===== src/rtl/brau_pkg.sv =====
package brau_pkg;
  localparam int IDX_W = 5;
  localparam int AREA_W = 2;
  localparam int OP_W = 2;
  localparam int ADDR_W = IDX_W + OP_W + AREA_W;
  localparam int BYTE_W = 8;

  localparam int IDX_RELOC_EVEN = 0;
  localparam int IDX_RELOC_ODD = 1;
  localparam int IDX_ISR_EVEN = 8;
  localparam int IDX_TMR_VAL = 14;
  localparam int IDX_PAGE_EVEN = 24;
  localparam int ERR_BIT = 2;

  typedef enum logic [OP_W-1:0] {
    OP_STORE = 2'b00,
    OP_AND   = 2'b01,
    OP_OR    = 2'b10,
    OP_READ  = 2'b11
  } accOp_e;

  typedef enum logic [AREA_W-1:0] {
    AREA_CTRL   = 2'b00,
    AREA_RSVD   = 2'b01,
    AREA_IDADDR = 2'b10,
    AREA_IDTEST = 2'b11
  } area_e;

  typedef struct packed {
    logic             modify;
    logic             readReg;
    logic             readId;
    logic             readTest;
    logic             flagErr;
    accOp_e           op;
    logic [IDX_W-1:0] idx;
  } strobe_t;
endpackage


===== src/rtl/brau_ctrl.sv =====
module brau_ctrl
  import brau_pkg::*;
#(
  parameter logic [31:0] IMPL_MASK = 32'h0100_F103
) (
  input  logic              clk,
  input  logic              rstN,
  input  logic              accValid,
  input  logic [ADDR_W-1:0] accAddr,
  output strobe_t           strb
);
  area_e            area;
  accOp_e           op;
  logic [IDX_W-1:0] idx;

  assign idx  = accAddr[IDX_W-1:0];
  assign op   = accOp_e'(accAddr[IDX_W+OP_W-1:IDX_W]);
  assign area = area_e'(accAddr[ADDR_W-1:IDX_W+OP_W]);

  always_comb begin
    strb     = '0;
    strb.op  = op;
    strb.idx = idx;
    if (accValid) begin
      unique case (area)
        AREA_CTRL: begin
          if (IMPL_MASK[idx]) begin
            if (op == OP_READ) strb.readReg = 1'b1;
            else               strb.modify  = 1'b1;
          end else begin
            strb.flagErr = 1'b1;
          end
        end
        AREA_RSVD: strb.flagErr = 1'b1;
        AREA_IDADDR: begin
          if (op == OP_READ) strb.readId  = 1'b1;
          else               strb.flagErr = 1'b1;
        end
        AREA_IDTEST: begin
          if (op == OP_READ) strb.readTest = 1'b1;
          else               strb.flagErr  = 1'b1;
        end
        default: strb.flagErr = 1'b1;
      endcase
    end
  end


  oneAction_chk: assert property (@(posedge clk) disable iff (!rstN)
    $onehot0({strb.modify, strb.readReg, strb.readId, strb.readTest, strb.flagErr}));


  idleQuiet_chk: assert property (@(posedge clk) disable iff (!rstN)
    !accValid |-> !(strb.modify || strb.readReg || strb.readId || strb.readTest || strb.flagErr));
endmodule


===== src/rtl/brau_datapath.sv =====
module brau_datapath
  import brau_pkg::*;
#(
  parameter logic [31:0] IMPL_MASK = 32'h0100_F103,
  parameter logic [1:0]  SIZE_CODE = 2'b00,
  parameter logic [63:0] ID_WORD   = 64'h0
) (
  input  logic              clk,
  input  logic              rstN,
  input  strobe_t           strb,
  input  logic [BYTE_W-1:0] wData,
  output logic [BYTE_W-1:0] rdData,
  output logic              accErr,
  output logic [19:0]       memBase,
  output logic              pagingOn
);
  localparam int NREG = 1 << IDX_W;
  localparam int BASE_LSB = 13;

  logic [NREG-1:0][BYTE_W-1:0] regVal;
  logic [BYTE_W-1:0]           selVal;
  logic [BYTE_W-1:0]           rdNext;

  assign selVal = regVal[strb.idx];

  for (genvar g = 0; g < NREG; g++) begin : gReg
    if (IMPL_MASK[g]) begin : gImpl
      logic [BYTE_W-1:0] q;
      logic [BYTE_W-1:0] nxt;
      logic [BYTE_W-1:0] rstVal;

      always_comb begin
        rstVal = '0;
        if (g == IDX_RELOC_ODD) rstVal[3:2] = SIZE_CODE;
      end

      always_comb begin
        nxt = q;
        if (strb.modify && (strb.idx == IDX_W'(g))) begin
          unique case (strb.op)
            OP_AND:  nxt = q & wData;
            OP_OR:   nxt = q | wData;
            default: nxt = wData;
          endcase
        end
        if (g == IDX_RELOC_ODD) nxt[3:2] = SIZE_CODE;
        if ((g == IDX_ISR_EVEN) && strb.flagErr) nxt[ERR_BIT] = 1'b1;
      end

      always_ff @(posedge clk) begin
        if (!rstN) q <= rstVal;
        else       q <= nxt;
      end

      assign regVal[g] = q;
    end else begin : gAbsent
      assign regVal[g] = '0;
    end
  end

  always_comb begin
    rdNext = '0;
    if (strb.readReg)       rdNext = selVal;
    else if (strb.readId)   rdNext = {4'h0, ID_WORD[{strb.idx[3:0], 2'b00} +: 4]};
    else if (strb.readTest) rdNext = 8'hA5 ^ {3'b000, strb.idx};
  end

  always_ff @(posedge clk) begin
    if (!rstN) begin
      rdData <= '0;
      accErr <= 1'b0;
    end else begin
      rdData <= rdNext;
      accErr <= strb.flagErr;
    end
  end

  assign memBase  = {regVal[IDX_RELOC_EVEN][7:1], {BASE_LSB{1'b0}}};
  assign pagingOn = &regVal[IDX_PAGE_EVEN][7:6];


  errLatch_chk: assert property (@(posedge clk) disable iff (!rstN)
    $past(strb.flagErr) |-> regVal[IDX_ISR_EVEN][ERR_BIT]);


  rdIdle_chk: assert property (@(posedge clk) disable iff (!rstN)
    !$past(strb.readReg || strb.readId || strb.readTest) |-> (rdData == '0));


  andMerge_chk: assert property (@(posedge clk) disable iff (!rstN)
    $past(strb.modify && strb.op == OP_AND && strb.idx == IDX_W'(IDX_TMR_VAL))
      |-> (regVal[IDX_TMR_VAL] == ($past(regVal[IDX_TMR_VAL]) & $past(wData))));


  orMerge_chk: assert property (@(posedge clk) disable iff (!rstN)
    $past(strb.modify && strb.op == OP_OR && strb.idx == IDX_W'(IDX_TMR_VAL))
      |-> (regVal[IDX_TMR_VAL] == ($past(regVal[IDX_TMR_VAL]) | $past(wData))));


  readKeeps_chk: assert property (@(posedge clk) disable iff (!rstN)
    $past(strb.readReg) |-> $stable(regVal[IDX_TMR_VAL]));
endmodule


===== src/rtl/brau_top.sv =====
module brau_top
  import brau_pkg::*;
#(
  parameter logic [31:0] IMPL_MASK = 32'h0100_F103,
  parameter logic [1:0]  SIZE_CODE = 2'b00,
  parameter logic [63:0] ID_WORD   = 64'h0
) (
  input  logic        clk,
  input  logic        rstN,
  input  logic        accValid,
  input  logic [8:0]  accAddr,
  input  logic [7:0]  wrData,
  output logic [7:0]  rdData,
  output logic        accErr,
  output logic [19:0] memBase,
  output logic        pagingOn
);
  strobe_t strb;

  brau_ctrl #(.IMPL_MASK(IMPL_MASK)) uCtrl (
    .clk      (clk),
    .rstN     (rstN),
    .accValid (accValid),
    .accAddr  (accAddr),
    .strb     (strb)
  );

  brau_datapath #(
    .IMPL_MASK (IMPL_MASK),
    .SIZE_CODE (SIZE_CODE),
    .ID_WORD   (ID_WORD)
  ) uData (
    .clk      (clk),
    .rstN     (rstN),
    .strb     (strb),
    .wData    (wrData),
    .rdData   (rdData),
    .accErr   (accErr),
    .memBase  (memBase),
    .pagingOn (pagingOn)
  );
endmodule


===== config.mk =====
export PLATFORM = sky130hd
export DESIGN_NAME = brau_top
export DESIGN_NICKNAME = d
export VERILOG_FILES = /design/src/rtl/brau_pkg.sv /design/src/rtl/brau_ctrl.sv /design/src/rtl/brau_datapath.sv /design/src/rtl/brau_top.sv
export SDC_FILE = /design/constraint.sdc
export NUM_CORES = 1
export LEC_CHECK = 0
export ABC_AREA = 1
export BUFFER_PORTS_ARGS = -buffer_cell sky130_fd_sc_hd__buf_2
export CAP_MARGIN = 20
export CORE_UTILIZATION = 59
export CTS_CLUSTER_SIZE = 25
export DETAILED_ROUTE_END_ITERATION = 10
export PLACE_DENSITY = 0.87
export SKIP_CTS_REPAIR_TIMING = 1
export SLEW_MARGIN = 5
export SYNTH_ARGS = -nofsm -noshare
export SYNTH_HDL_FRONTEND = slang
export SYNTH_SLANG_ARGS = --single-unit

===== constraint.sdc =====
create_clock -name clk -period 2.4 [get_ports clk]
set_clock_uncertainty 0.1 [all_clocks]
set_input_delay 0.36 -clock clk [delete_from_list [all_inputs] [get_ports clk]]
set_output_delay 0.36 -clock clk [all_outputs]
set_load 0.02 [all_outputs]

### Word-level counts from Yosys, hierarchy flattened

Memories as Yosys holds them, arrays and structs flattened.
Index checks and enable logic that the tools add are counted.

* bits in registers: 73
* bits in latches: 0
* memory bits (writable): 0
* memory bits (read-only): 32
* output and inout bits: 30
* word-level logic and storage cells: 83
* memories: 1

* add/subtract/negate cells: 0
* multipliers: 0
* divide/modulo/power cells: 0
* order comparisons: 1
* equality and inequality tests: 13
* shift-type cells: 1
* muxes and demuxes: 25
* bitwise gates (word level): 17
* reduce and logical (&&, ||, !) cells: 13

Memory list
* (no name shown): depth 32, bits a word 1, rd ports 1, clocked after Yosys merged registers in 0, write ports 0, line brau_ctrl.sv:27 `if (IMPL_MASK[idx]) begin`

Operator list (count)
* one-hot mux 8 bit (2 select lines): 8
* bitwise AND 8 bit: 8
* OR 8 bit: 8
* variable part select 64 x 7 -> 4 bit (first input constant): 1
* binary-select mux 8 bit (select 5 bit): 1
* 2-to-1 mux 8 bit: 4
* equality test 5 x 4 -> 1 bit (second input constant): 5
* equality test 2 bit (second input constant): 4
* logical AND 1 bit: 8
* 2-to-1 mux 1 bit: 7
* < comparator 5 x 6 -> 1 bit (second input constant): 1
* equality test 5 x 1 -> 1 bit (second input constant): 1
* equality test 5 bit (second input constant): 1
* logical NOT 5 bit: 1
* 2-to-1 mux 5 bit: 1
* equality test 2 x 1 -> 1 bit (second input constant): 2
* 2-to-1 mux 2 bit: 2
* inverter 2 -> 4 bit: 1
* 2-to-1 mux 3 bit: 1
* one-hot mux 1 bit (3 select lines): 1
* logical NOT 2 bit: 1
* AND reduction 2 bit: 1
* nonzero test 2 bit: 1
* OR reduction 2 bit: 1

### Longest topological paths before layout

* depth after elaboration: 8
* gate-level depth with buffers: 11
* gate-level depth less buffers: 11

### Hierarchy

A second synthesis with hierarchy kept.

* cells, all modules: 636
* area total of the unflattened synthesis: 4136.5 µm²

By module, submodules not included
* brau_datapath: times used 1, cells each 599, area an instance 3956.3 µm²
* brau_ctrl: times used 1, cells each 37, area an instance 180.2 µm²

### Worst setup path before layout

OpenSTA, ideal clock, no wires.

* path kind: in2reg
* start: in accAddr[5]
* end: reg uData.gReg[12].gImpl.q[4]
* library setup time: 0.070 ns
* arrival time: 1.630 ns
* data required time: 2.230 ns
* path slack: 0.599 ns
* stages on the path: 8
* path buffers: 2
* cells stage by stage: inv_1 -> ha_1 -> clkbuf_1 -> clkbuf_1 -> nand2_1 -> o21ai_0 -> nand4_1 -> a21oi_1

* word-level cells in the longest chain between the ends: 6
* elaborated cells between the ends (all ways): 9
* classes of those cells: eq/ne: 3; mux: 5; reduce/logical: 1

RTL lines
* start, declared: line brau_top.sv:11 `input logic [8:0] accAddr,`
* equality test 2 bit: line brau_ctrl.sv:28 `if (op == OP_READ) strb.readReg = 1'b1;`
* 2-to-1 mux 1 bit: line brau_ctrl.sv:28
* 2-to-1 mux 2 bit: line brau_ctrl.sv:27
* 2-to-1 mux 2 bit: line brau_ctrl.sv:25 `unique case (area)`
* 2-to-1 mux 5 bit: line brau_ctrl.sv:24 `if (accValid) begin`
* logical AND 1 bit: line brau_datapath.sv:39 `if (strb.modify && (strb.idx == IDX_W'(g))) begin`
* end signal, assigned: line brau_datapath.sv:51 `if (!rstN) q <= rstVal;`
* end signal, assigned: line brau_datapath.sv:52 `else q <= nxt;`
* end, declared: line brau_datapath.sv:28 `logic [BYTE_W-1:0] q;`

Parallel ways exist; a longest one is shown, timed or not.
A chain may end at the register's enable or synchronous reset.

### Final worst setup path

* start: in accAddr[1]
* end: reg uData.gReg[8].gImpl.q[2]

* word-level cells in the longest chain between the ends: 7
* elaborated cells between the ends (all ways): 11
* classes of those cells: eq/ne: 1; mux: 7; reduce/logical: 2; memory: 1

RTL lines (line)
* memory read (32 x 1 bit)
* 2-to-1 mux 1 bit (not written as such): brau_ctrl.sv:27
* 2-to-1 mux 2 bit: brau_ctrl.sv:27
* 2-to-1 mux 2 bit: brau_ctrl.sv:25
* 2-to-1 mux 5 bit: brau_ctrl.sv:24
* logical AND 1 bit: brau_datapath.sv:39
* nonzero test 2 bit (no line)
* end signal, assigned: brau_datapath.sv:51
* end signal, assigned: brau_datapath.sv:52
* end, declared: brau_datapath.sv:28

Parallel ways exist; a longest one is shown, timed or not. The select of a mux whose other input is x is not followed.

==> results_dict.tcl <==
set metrics [dict create \
    outcome "finished, final reports clean" \
    grt_pass1_wl_um 20730 \
    dp_hpwl_um 8882 \
    grt_max_degree 65 \
    start_util 0.6214 \
    maxSlewViolCount 0 \
    num_rows 30 \
    reg2reg_to "uData.rdData[5]" \
    final_util 0.6772 \
    rrSetupSlack_ps 1190 \
    slew_headroom 0.6119 \
    fmax_mhz 555.8 \
    die_area_um2 7619 \
    clkTransAtPathRegs_ps 70 \
    numCtsBuffers 9 \
    synth_common_cells "195 x nand2_1, 134 x o21ai_0, 71 x dfxtp_1" \
    finalNonFillerCells 805 \
    cp_top_family "simple AND/OR/NAND/NOR gates" \
    setup_violations 0 \
    fin_crit_sh 0.7497 \
    synth.largest_area_cell "dfxtp_1" \
    vias_per_cell 6.168 \
    wl_met3_um 1247 \
    finish.net_count 729 \
    antenna_found_initial 0 \
    worst_skew_pair.late_latency_ps 350 \
    avgSynthCellArea_um2 6.349 \
    met1Wirelength_um 5099 \
    n_fill_cell 620 \
    cp_slowest_cell "nor2_4" \
    portBuffers 36 \
    drtPass1Iterations 7 \
    cp_max_fo 18 \
    synth_cell_types 30 \
    antennaDiodeCount 0 \
    wl_per_cell_um 16.00 \
    synth-async-reset-ratio 0 \
    leakagePower_uw 0.001921 \
    syn_area_um2 4292 \
    whs_endpoint "uData.rdData[3]" \
    num_vias 4965 \
    route.detailed.drc 0 \
    routed.top_layer "met4" \
    grt_pass1_vias 4217 \
    drtIter0Drc 670 \
    io_pins 50 \
    period_needed_ps 1799 \
    die_w_um 87.29 \
    path_cells "buf_2, inv_2, nand2_1, a21oi_2, nand3_2, nor2_4, nand2_1, nand2_1, nand3_1, nand2_1, inv_1" \
    cp.required_ps 2550 \
    p_per_area_nw_per_um2 512.2 \
    ys.flop_type "dfxtp_1" \
    finalSetupTns_ps 0 \
    htree_num_levels 3 \
    regArea_um2 1421 \
    drt_wl_total_um 12880 \
    coreArea_um2 6907 \
    worstSetupPathType "in2reg" \
    ys_ff_latch 71 \
    synth.most_common_cell "nand2_1" \
    worst_setup_path_start_kind "primary input" \
    ys_warn_count 0 \
    netlist_instances 676 \
    finalHoldViolations 0 \
    tightestPinTransition_ps 582.2 \
    arrival_ps 1950 \
    synthTopCellsByArea "dfxtp_1 33%, nand2_1 17%, o21ai_0 16%" \
    drv_cap 0 \
    hp-start "accAddr[3]" \
    clock_path_buffers 2 \
    whs_path_depth 3 \
    endpoint_kind "register" \
    r2r_cells 6 \
    dieHeight_um 87.29 \
    ant_nets 0 \
    met2_length_um 6049 \
    cp_num_buf_inv 3 \
    hp-class "in2reg" \
    rsz0062_at_grt "no" \
    place_inst 791 \
    synth_edf_count 0 \
    cts_root_buf "clkbuf_8" \
    grt_usage 0.3514 \
    overflow 0 \
    multiInputGateArea_um2 2490 \
    syn2layout_area_growth_pct 8.980 \
    gp_routability_congestion 0.9485 \
    ir_worst_vdd_mv 0.3191 \
    ys_seq_area_frac 0.3312 \
    tritoncts "done" \
    drive_gt1_frac 0.1142 \
    clkSinkCount 71 \
    r2r_start "uData.gReg[15].gImpl.q[5]" \
    critPathMaxStageDelay_ps 360 \
    crit_top_cell "nand2_1" \
    yosys.area.top_type_share 0.3312 \
]
sequential cells by signal, indices dropped and copies added, names as in the netlist:
signal	count
uData.accErr	1
uData.rdData	8
uData.gReg.gImpl.q	62
logic make-up (layout without fill, tap and decap cells):
kind of cell               Yosys count  after routing  synth area share
and+or+nand+nor                    311            311            0.3152
AOI/OAI and AO/OA                  204            204            0.2449
buffers and inverters               86            107           0.09912
DFF                                 71             71            0.3312
adders and majority gates            3              3          0.008747
other                                1             13         0.0008738
per-stage QoR:
stage	instance area (um^2)	hold WS [ps]	power, uW	setup slack, ps
floorplan	4337	350.6	1441	599.5
global placement	4513	360.1	1535	316.1
detailed placement	4513	365.8	1540	269.3
CTS	4677	205.6	2376	624.1
global route	4677	226.8	2465	436.4
finish	4677	205.7	2395	600.6
worst register-to-register path, stage by stage, from the launching register on:
cell and delay [ps]:
dfxtp_1 370, nand2_1 80, nand4_1 110, nand2_1 80, nand3_1 160, nand2_1 90, a21oi_1 140
where the power goes:
group	internal, uW	switching, uW
sequential	1180	2.94
clock	420	448
combinational	82.8	259
placed cells by master (no fill, tap or decap), types with 2 or more instances in the layout:
cell type  netlist  layout
buf_4           21      19
clkbuf_1        17       2
nand2_2          2       2
nor2_2           2       2
nand4_1         27      27
a21boi_0         6       6
inv_1           34      34
buf_2            7      36
nor2_1          39      39
o21ai_0        134     134
nand3_1         39      39
inv_2            2       2
nor2_4           2       2
conb_1           1      13
ha_1             3       3
dfxtp_1         71      71
clkbuf_8         0      11
nand3_4          2       2
a21oi_1         58      58
a22oi_1          2       2
nand2_1        195     195
worst max-delay path by stage:
stage / from / to / depth (start not counted) / slack (ps)
after floorplan: accAddr[5] / uData.gReg[12].gImpl.q[4] / 8 / 600
after global placement: accAddr[1] / uData.gReg[0].gImpl.q[7] / 9 / 320
after detailed placement: accAddr[1] / uData.gReg[8].gImpl.q[2] / 11 / 270
after CTS: accAddr[1] / uData.gReg[15].gImpl.q[1] / 10 / 620
after global routing: accAddr[1] / uData.gReg[15].gImpl.q[3] / 10 / 440
final: accAddr[1] / uData.gReg[8].gImpl.q[2] / 11 / 600
final cells by class:
| cell class | instances | share of cell area |
|---|---|---|
| clock buffer | 13 | 0.03398 |
| timing repair buffer | 56 | 0.07330 |
| sequential | 71 | 0.3039 |
| inverter | 37 | 0.02969 |
| multi-input combinational | 531 | 0.5324 |
| tap | 96 | 0.02568 |
| clock inverter | 1 | 0.001070 |
per-layer routing:
layer  vias to the layer above  global-route usage
met5                         -                   0
met4                         0              0.1773
met3                        57             0.04455
met2                       362              0.5646
met1                      2229              0.4628
li1                       2317                   -
Power figures use the tool's default switching activity.
